### src/rtl/irq_agg_pkg.sv
package irq_agg_pkg;
    localparam int DATA_W       = 32;
    localparam int ADDR_W       = 4;
    localparam int NUM_PHY      = 2;
    localparam int PHY_SRC_N    = 7;
    localparam int GPIO_N       = 12;
    localparam int MAC_N        = 5;
    // bit positions that software decodes
    localparam int TOP_PHY_BIT  = 26;
    localparam int TOP_GPIO_BIT = 12;
    localparam int CFG_OE_BIT   = 8;
    localparam int GPIO_EN_LSB  = 16;
    // word addresses
    localparam int A_TOP_STAT   = 0;
    localparam int A_TOP_EN     = 1;
    localparam int A_CFG        = 2;
    localparam int A_GPIO       = 3;
    localparam int A_PHY_BASE   = 4;
endpackage

### src/rtl/irq_sticky_bank.sv
module irq_sticky_bank #(
    parameter int W = 8
) (
    input  logic         clk,
    input  logic         rst_n,
    input  logic [W-1:0] set_i,
    input  logic [W-1:0] clr_i,
    output logic [W-1:0] q_o
);
    logic [W-1:0] q;

    // a set in the same cycle as a clear takes precedence
    always_ff @(posedge clk) begin
        if (!rst_n) q <= '0;
        else        q <= (q & ~clr_i) | set_i;
    end

    assign q_o = q;
endmodule

### src/rtl/irq_phy_port.sv
module irq_phy_port #(
    parameter int SRC_N = 7
) (
    input  logic             clk,
    input  logic             rst_n,
    input  logic [SRC_N-1:0] evt_i,
    input  logic             flag_wr_i,
    input  logic             mask_wr_i,
    input  logic [SRC_N-1:0] wdata_i,
    output logic [SRC_N-1:0] flags_o,
    output logic [SRC_N-1:0] mask_o,
    output logic             summary_o
);
    logic [SRC_N-1:0] clr;
    logic [SRC_N-1:0] mask_q;

    assign clr = flag_wr_i ? wdata_i : '0;

    irq_sticky_bank #(.W(SRC_N)) u_flags (
        .clk   (clk),
        .rst_n (rst_n),
        .set_i (evt_i),
        .clr_i (clr),
        .q_o   (flags_o)
    );

    always_ff @(posedge clk) begin
        if (!rst_n)         mask_q <= '0;
        else if (mask_wr_i) mask_q <= wdata_i;
    end

    assign mask_o    = mask_q;
    assign summary_o = |(flags_o & mask_q);
endmodule

### src/rtl/irq_aggregator.sv
module irq_aggregator
    import irq_agg_pkg::*;
#(
    parameter int N_PHY  = NUM_PHY,
    parameter int SRC_N  = PHY_SRC_N,
    parameter int N_GPIO = GPIO_N,
    parameter int N_MAC  = MAC_N
) (
    input  logic                     clk,
    input  logic                     rst_n,
    input  logic [ADDR_W-1:0]        reg_addr,
    input  logic [DATA_W-1:0]        reg_wdata,
    input  logic                     reg_we,
    output logic [DATA_W-1:0]        reg_rdata,
    input  logic [N_PHY*SRC_N-1:0]   phy_evt,
    input  logic [N_GPIO-1:0]        gpio_evt,
    input  logic [N_MAC-1:0]         mac_evt,
    output logic                     irq
);
    localparam int PHY_END = A_PHY_BASE + 2 * N_PHY;

    logic [N_PHY*SRC_N-1:0] phy_flags_all;
    logic [N_PHY*SRC_N-1:0] phy_mask_all;
    logic [N_PHY-1:0]       phy_sum;
    logic [N_GPIO-1:0]      gpio_q;
    logic [N_GPIO-1:0]      gpio_en_q;
    logic [N_GPIO-1:0]      gpio_clr;
    logic [N_MAC-1:0]       mac_q;
    logic [N_MAC-1:0]       mac_clr;
    logic [DATA_W-1:0]      top_en_q;
    logic [DATA_W-1:0]      en_impl;
    logic [DATA_W-1:0]      top_stat;
    logic                   cfg_oe_q;
    logic                   irq_q;
    logic [DATA_W-1:0]      rd_next;
    logic [DATA_W-1:0]      rdata_q;

    // second level: one flag/mask pair per PHY port
    for (genvar p = 0; p < N_PHY; p++) begin : g_phy
        logic flag_wr, mask_wr;
        assign flag_wr = reg_we && (reg_addr == ADDR_W'(A_PHY_BASE + 2*p));
        assign mask_wr = reg_we && (reg_addr == ADDR_W'(A_PHY_BASE + 2*p + 1));

        irq_phy_port #(.SRC_N(SRC_N)) u_port (
            .clk       (clk),
            .rst_n     (rst_n),
            .evt_i     (phy_evt[p*SRC_N +: SRC_N]),
            .flag_wr_i (flag_wr),
            .mask_wr_i (mask_wr),
            .wdata_i   (reg_wdata[SRC_N-1:0]),
            .flags_o   (phy_flags_all[p*SRC_N +: SRC_N]),
            .mask_o    (phy_mask_all[p*SRC_N +: SRC_N]),
            .summary_o (phy_sum[p])
        );
    end

    // second level: GPIO status with enables in the same word
    assign gpio_clr = (reg_we && reg_addr == ADDR_W'(A_GPIO)) ? reg_wdata[N_GPIO-1:0] : '0;

    irq_sticky_bank #(.W(N_GPIO)) u_gpio (
        .clk   (clk),
        .rst_n (rst_n),
        .set_i (gpio_evt),
        .clr_i (gpio_clr),
        .q_o   (gpio_q)
    );

    always_ff @(posedge clk) begin
        if (!rst_n)
            gpio_en_q <= '0;
        else if (reg_we && reg_addr == ADDR_W'(A_GPIO))
            gpio_en_q <= reg_wdata[GPIO_EN_LSB +: N_GPIO];
    end

    // MAC flags sit directly in the top status word
    assign mac_clr = (reg_we && reg_addr == ADDR_W'(A_TOP_STAT)) ? reg_wdata[N_MAC-1:0] : '0;

    irq_sticky_bank #(.W(N_MAC)) u_mac (
        .clk   (clk),
        .rst_n (rst_n),
        .set_i (mac_evt),
        .clr_i (mac_clr),
        .q_o   (mac_q)
    );

    // implemented top-level bit positions
    always_comb begin
        en_impl                 = '0;
        en_impl[N_MAC-1:0]      = '1;
        en_impl[TOP_GPIO_BIT]   = 1'b1;
        for (int p = 0; p < N_PHY; p++) en_impl[TOP_PHY_BIT + p] = 1'b1;
    end

    always_comb begin
        top_stat               = '0;
        top_stat[N_MAC-1:0]    = mac_q;
        top_stat[TOP_GPIO_BIT] = |(gpio_q & gpio_en_q);
        for (int p = 0; p < N_PHY; p++) top_stat[TOP_PHY_BIT + p] = phy_sum[p];
    end

    always_ff @(posedge clk) begin
        if (!rst_n) begin
            top_en_q <= '0;
            cfg_oe_q <= 1'b0;
        end else if (reg_we) begin
            if (reg_addr == ADDR_W'(A_TOP_EN)) top_en_q <= reg_wdata & en_impl;
            if (reg_addr == ADDR_W'(A_CFG))    cfg_oe_q <= reg_wdata[CFG_OE_BIT];
        end
    end

    // output request, registered
    always_ff @(posedge clk) begin
        if (!rst_n) irq_q <= 1'b0;
        else        irq_q <= cfg_oe_q && (|(top_stat & top_en_q));
    end
    assign irq = irq_q;

    // read path
    always_comb begin
        rd_next = '0;
        if (reg_addr == ADDR_W'(A_TOP_STAT)) rd_next = top_stat;
        if (reg_addr == ADDR_W'(A_TOP_EN))   rd_next = top_en_q;
        if (reg_addr == ADDR_W'(A_CFG))      rd_next[CFG_OE_BIT] = cfg_oe_q;
        if (reg_addr == ADDR_W'(A_GPIO)) begin
            rd_next[N_GPIO-1:0]              = gpio_q;
            rd_next[GPIO_EN_LSB +: N_GPIO]   = gpio_en_q;
        end
        for (int p = 0; p < N_PHY; p++) begin
            if (reg_addr == ADDR_W'(A_PHY_BASE + 2*p))
                rd_next[SRC_N-1:0] = phy_flags_all[p*SRC_N +: SRC_N];
            if (reg_addr == ADDR_W'(A_PHY_BASE + 2*p + 1))
                rd_next[SRC_N-1:0] = phy_mask_all[p*SRC_N +: SRC_N];
        end
    end

    always_ff @(posedge clk) begin
        if (!rst_n) rdata_q <= '0;
        else        rdata_q <= rd_next;
    end
    assign reg_rdata = rdata_q;

    logic unused_end;
    assign unused_end = (PHY_END > 0);
endmodule

### config.mk
export PLATFORM = sky130hd
export DESIGN_NAME = irq_aggregator
export DESIGN_NICKNAME = d
export VERILOG_FILES = /design/src/rtl/irq_agg_pkg.sv /design/src/rtl/irq_sticky_bank.sv /design/src/rtl/irq_phy_port.sv /design/src/rtl/irq_aggregator.sv
export SDC_FILE = /design/constraint.sdc
export NUM_CORES = 1
export LEC_CHECK = 0
export BUFFER_PORTS_ARGS = -buffer_cell sky130_fd_sc_hd__buf_2
export CAP_MARGIN = 5
export CORE_AREA = 2 2 93 95
export DETAILED_ROUTE_END_ITERATION = 10
export DIE_AREA = 0 0 95 97
export GPL_TIMING_DRIVEN = 0
export PLACE_DENSITY = 0.78
export SETUP_SLACK_MARGIN = 0.3
export SYNTH_ARGS = -nofsm -noshare
export SYNTH_HDL_FRONTEND = slang
export SYNTH_SLANG_ARGS = --single-unit
### constraint.sdc
create_clock -name clk -period 1.6 [get_ports clk]
set_input_delay 0 -clock clk [delete_from_list [all_inputs] [get_ports clk]]
set_output_delay 0 -clock clk [all_outputs]
set_load 0.05 [all_outputs]
# Word-level counts from Yosys, hierarchy flattened
# Cells that the tools add are included.
# word_totals
input_bits	70
register_bits	99
elab_cells	64
output_inout_bits	33
# classes
n_mux	13
n_eq_ne	7
n_reduce_logical	15
bitwise	17
# op_table
op	n
$mux W28	2
$mux W7	6
$mux W12	3
$reduce_or A32 Y1	1
$and A28 B28 Y28	1
$and A7 B7 Y7	4
$and A12 B12 Y12	2
$eq A4 B3 Y1 const B	4
$not A7 Y7	2
$or A7 B7 Y7	2
$reduce_or A7 Y1	2
$not A12 Y12	1
$or A12 B12 Y12	1
$reduce_or A12 Y1	1
$eq A4 B2 Y1 const B	2
$logic_and A1 B1 Y1	7
$and A5 B5 Y5	1
$mux W5	1
$not A5 Y5	1
$or A5 B5 Y5	1
$eq A4 B1 Y1 const B	1
$logic_not A4 Y1	1
$reduce_and A2 Y1	2
$reduce_or A2 Y1	1
2 further kinds	2

# Longest topological paths before layout
# depth
word_depth	10
mapped_depth	7

# Modules after synthesis
# From an unflattened synthesis, not the netlist that was laid out.
# hier_totals
cells_unflattened	413
area_unflattened_um2	4070.2
# modules_own_cells
mod	cells_each	seq_area_each_um2	area_per_inst_um2	n_inst
irq_aggregator	253	940.9	2296.0	1
irq_phy_port	33	140.1	339.1	2
irq_sticky_bank (g_phy[0].u_port.u_flags ...)	21	140.1	236.5	2
irq_sticky_bank (u_gpio)	37	240.2	416.6	1
irq_sticky_bank (u_mac)	15	100.1	206.4	1

# Worst setup path after synthesis
# OpenSTA, ideal clock, no wires.
# synth_path
path_type	register to register
startpoint	register g_phy[0].u_port.u_flags.q[3]
endpoint	register irq_q (netlist: irq)
stages_incl_launch_ff	5
arrival_ns	1.086
setup_ns	0.128
period_less_slack_ns	1.214
path_slack_ns	0.386
cell_sequence	dfxtp_1 a222oi_1 nand3_1 a221oi_1 a21oi_1
# synth_via
elab_chain_cells	5
# synth_lines
item	line	rtl
start: declaration	irq_sticky_bank.sv:10	logic [W-1:0] q;
start signal: assignment	irq_sticky_bank.sv:15	else q <= (q & ~clr_i) | set_i;
$and A7 B7 Y7	irq_phy_port.sv:33	assign summary_o = |(flags_o & mask_q);
$reduce_or A7 Y1	irq_phy_port.sv:33	
$and A28 B28 Y28	irq_aggregator.sv:114	else irq_q <= cfg_oe_q && (|(top_stat & top_en_q));
$reduce_or A32 Y1	irq_aggregator.sv:114	
$logic_and A1 B1 Y1	irq_aggregator.sv:114	
end signal: assignment	irq_aggregator.sv:114	
end: declaration	irq_aggregator.sv:34	logic irq_q;
# No other way between the ends.
# A chain may end at the register's enable or synchronous reset.

# Final worst setup path
# layout_path
startpoint	register g_phy[0].u_port.mask_q[3]
endpoint	register irq_q (netlist: irq)
# layout_via
elab_chain_cells	5
# layout_lines
item	line	rtl
start: declaration	irq_phy_port.sv:15	logic [SRC_N-1:0] mask_q;
start signal: assignment	irq_phy_port.sv:29	else if (mask_wr_i) mask_q <= wdata_i;
$and A7 B7 Y7	irq_phy_port.sv:33	
$reduce_or A7 Y1	irq_phy_port.sv:33	
$and A28 B28 Y28	irq_aggregator.sv:114	
$reduce_or A32 Y1	irq_aggregator.sv:114	
$logic_and A1 B1 Y1	irq_aggregator.sv:114	
# No other way between the ends.

==> impl_metrics.json <==
{
  "syn_area_per_cell_um2": 9.679,
  "critical_path_class": "reg2reg",
  "drc_errors": 0,
  "whs_ns": 0.01278,
  "post-route-period-util": 0.8934,
  "cts.sinks": 92,
  "critPathBufInv": 0,
  "cpPeakStageDelay_ns": 0.36,
  "dp_hpwl_um": 7846,
  "cts_buffers": 9,
  "die_h_um": 97,
  "final_nets": 644,
  "final-setup-viol-count": 0,
  "fin_skew_ns": 0.01082,
  "seqPwrFrac": 0.520,
  "cp-end-kind": "flop",
  "crit_slowest_cell": "a222oi_1",
  "clk_pin_slew_ns": 0.10,
  "synthFlopType": "dfxtp_1",
  "fillers": 661,
  "cts_buffer_depth": 2,
  "drive_gt1_frac": 0.2608,
  "slew_headroom": 0.5876,
  "fin_util": 0.6602,
  "async_flop_share": 0,
  "num_vias": 3709,
  "drt-total-wl_um": 11340,
  "yosys.area.top_type": "dfxtp_1",
  "cp_data_required_time_ns": 1.85,
  "vdd_drop_max_uv": 481.0,
  "grt_usage": 0.2495,
  "clock_latency_ns": 0.37,
  "syn-instance-count": 412,
  "synth_enable_flop_cells": 0,
  "ant_nets": 0,
  "core_area_mm2": 0.008134,
  "yosys-top-cells-count": "dfxtp_1, nand2_1, o21a_1",
  "dieWidth_um": 95,
  "clockRootBuffer": "clkbuf_8",
  "worst_slew_pin_slew_ns": 0.6186,
  "p_comb_frac": 0.140,
  "grt_pass1_wl_um": 17600,
  "clockPowerShare": 0.340,
  "synth_most_common_cell": "dfxtp_1",
  "fin_tns_setup_ns": 0,
  "intPower_w": 0.003420,
  "initial_core_util": 0.4902,
  "p_per_area_mw_per_mm2": 869.8,
  "grt_max_degree": 17,
  "rsz0062_at_grt": "true",
  "min_period_ns": 1.429,
  "ioPinCount": 103,
  "swShare": 0.2677,
  "antenna_cells": 0,
  "timing.max_cap.violations": 0,
  "post_drt_wl_per_cell_um": 16.57,
  "crit_fanout": 2,
  "finalHoldViolCount": 0,
  "grt_remaining_overflow": 0,
  "yosys-top-cells-area": "dfxtp_1, o21a_1, a21boi_0",
  "design_area_mm2": 0.005370,
  "cts_tree": "done",
  "netlist.area_leader.share": 0.4619,
  "die_area_mm2": 0.009215,
  "synthToLayoutAreaGrowth_pct": 34.67,
  "drt-vias-per-instance": 5.423,
  "startpoint_type": "flop",
  "cp_cell_sequence": "a222oi_1, nand3_1, a221oi_2, a21oi_1",
  "ys_ff_latch": 92,
  "placed_cell_area_mm2": 0.004572,
  "syn_area_mm2": 0.003988,
  "port_buffers": 86,
  "hold_class": "in2reg",
  "place.gp.congestion": 0.8826,
  "drtIter0Drc": 280,
  "yosysWarnings": 0,
  "first_global_vias": 3529,
  "dr.pass1.iters": 8,
  "htreeDepth": 3,
  "power_leakage_nw": 2.337,
  "drv_slew": 0,
  "outcome": "complete, no violations",
  "fmax_mhz": 699.6,
  "p_sw_w": 0.001251,
  "antenna_found_initial": 0,
  "synth_cell_types": 48,
  "critPathTopFamily": "compound AO/OA/AOI/OAI gates",
  "arrival_ns": 1.68,
  "synth_seq_area_share": 0.4619,
  "num_rows": 33
}
layout make-up:
cell class	instances	area, um2	area share
clock inverter	7	73.82	0.01375
sequential	92	1848	0.3441
tap	105	131.4	0.02446
clock buffer	9	123.9	0.02307
buffer	31	183.9	0.03425
timing repair buffer	145	1013	0.1887
multi-input combinational	291	1981	0.3688
inverter	4	15.01	0.002796
flip-flops by register name, summed over array words and instances, names as in the netlist:
name                      cells
gpio_en_q                    12
irq                           1
g_phy.u_port.mask_o          14
g_phy.u_port.u_flags.q_o     14
reg_rdata                    25
u_gpio.q_o                   12
cfg_oe_q                      1
u_mac.q_o                     5
top_en_q                      8
worst min-delay path, stage by stage:
cell and delay (ns):
buf_2 0.08, a21boi_0 0.09, o21a_1 0.17
power groups by stage:
| stage | clock [W] | combinational, W | sequential [W] |
|---|---|---|---|
| after floorplan | 0 | 0.000320 | 0.00249 |
| after global placement | 0 | 0.000522 | 0.00248 |
| after detailed placement | 0 | 0.000530 | 0.00248 |
| after CTS | 0.00161 | 0.000640 | 0.00243 |
| after global routing | 0.00172 | 0.000701 | 0.00244 |
| final | 0.00159 | 0.000653 | 0.00243 |
cell usage in the layout (no fill, tap or decap), types with 3 or more instances in the layout:
master         Yosys  routed
a21boi_1          20      20
a222oi_1           3       3
o21ai_0           23      23
mux2i_1           17      17
and3_1             3       3
o21a_1            31      31
clkbuf_1           9       9
dlygate4sd3_1      0      56
a22oi_1           13      12
conb_1             1       7
o22ai_1            3       3
nor2b_1           18      18
a21boi_0          28      28
buf_2              8      94
nand2_1           45      45
a21oi_1            7       7
mux2_2             8       8
and2_1            14      14
dfxtp_2            0       5
inv_6              0       3
clkbuf_8           0       9
and3b_1            3       3
inv_1              4       4
nand3_1            3       3
nor2_1             8       8
buf_4             11      14
a221oi_1           4       3
dfxtp_1           92      87
a22o_1             3       3
path summary, 6_finish.rpt:
check | from | cells after the start | end | slack (ns)
worst min-delay path | reg_wdata[11] | 3 | u_gpio.q_o[11] | 0.01
worst max register to register | g_phy[0].u_port.mask_o[3] | 4 | irq | 0.17
worst max-delay path | g_phy[0].u_port.mask_o[3] | 4 | irq | 0.17
worst min register to register | cfg_oe_q | 2 | irq | 0.47
metrics by stage:
| step | worst slack [ns] | power, W | instances |
|---|---|---|---|
| 3_3_place_gp | 0.1329 | 0.003000 | 609 |
| 4_1_cts | 0.2143 | 0.004673 | 682 |
| 3_5_place_dp | 0.1513 | 0.003011 | 609 |
| 5_1_grt | 0.1351 | 0.004857 | 684 |
| 2_1_floorplan | 0.3865 | 0.002809 | 418 |
| 6_report | 0.1706 | 0.004671 | 684 |
per-layer routing:
layer  routed length [um]  vias to the layer above  GRT usage
met5                    0                        -          0
met4                  327                        0     0.1037
met3                  791                       29    0.04283
met2                 5290                      159     0.3901
met1                 4928                     1732     0.3383
li1                     -                     1789          -
cell families after synthesis:
group           count (synthesis)  synth area share
other cells                     1         0.0009404
flops                          92            0.4619
mux                            25           0.06527
buf+inv                        35           0.04989
simple gates                  112            0.1581
compound gates                147            0.2639
timing repair:
item                                    in CTS  in global routing
endpoints found under the setup margin       2                  3
gates resized for setup                      3                  4
hold endpoints to repair                    59                  0
hold buffers                                56                  0
pin swaps                                    7                  2
gates cloned                                 0                  0
buffers inserted                             1                  2
Note: power is estimated with default switching activity, not from simulation.
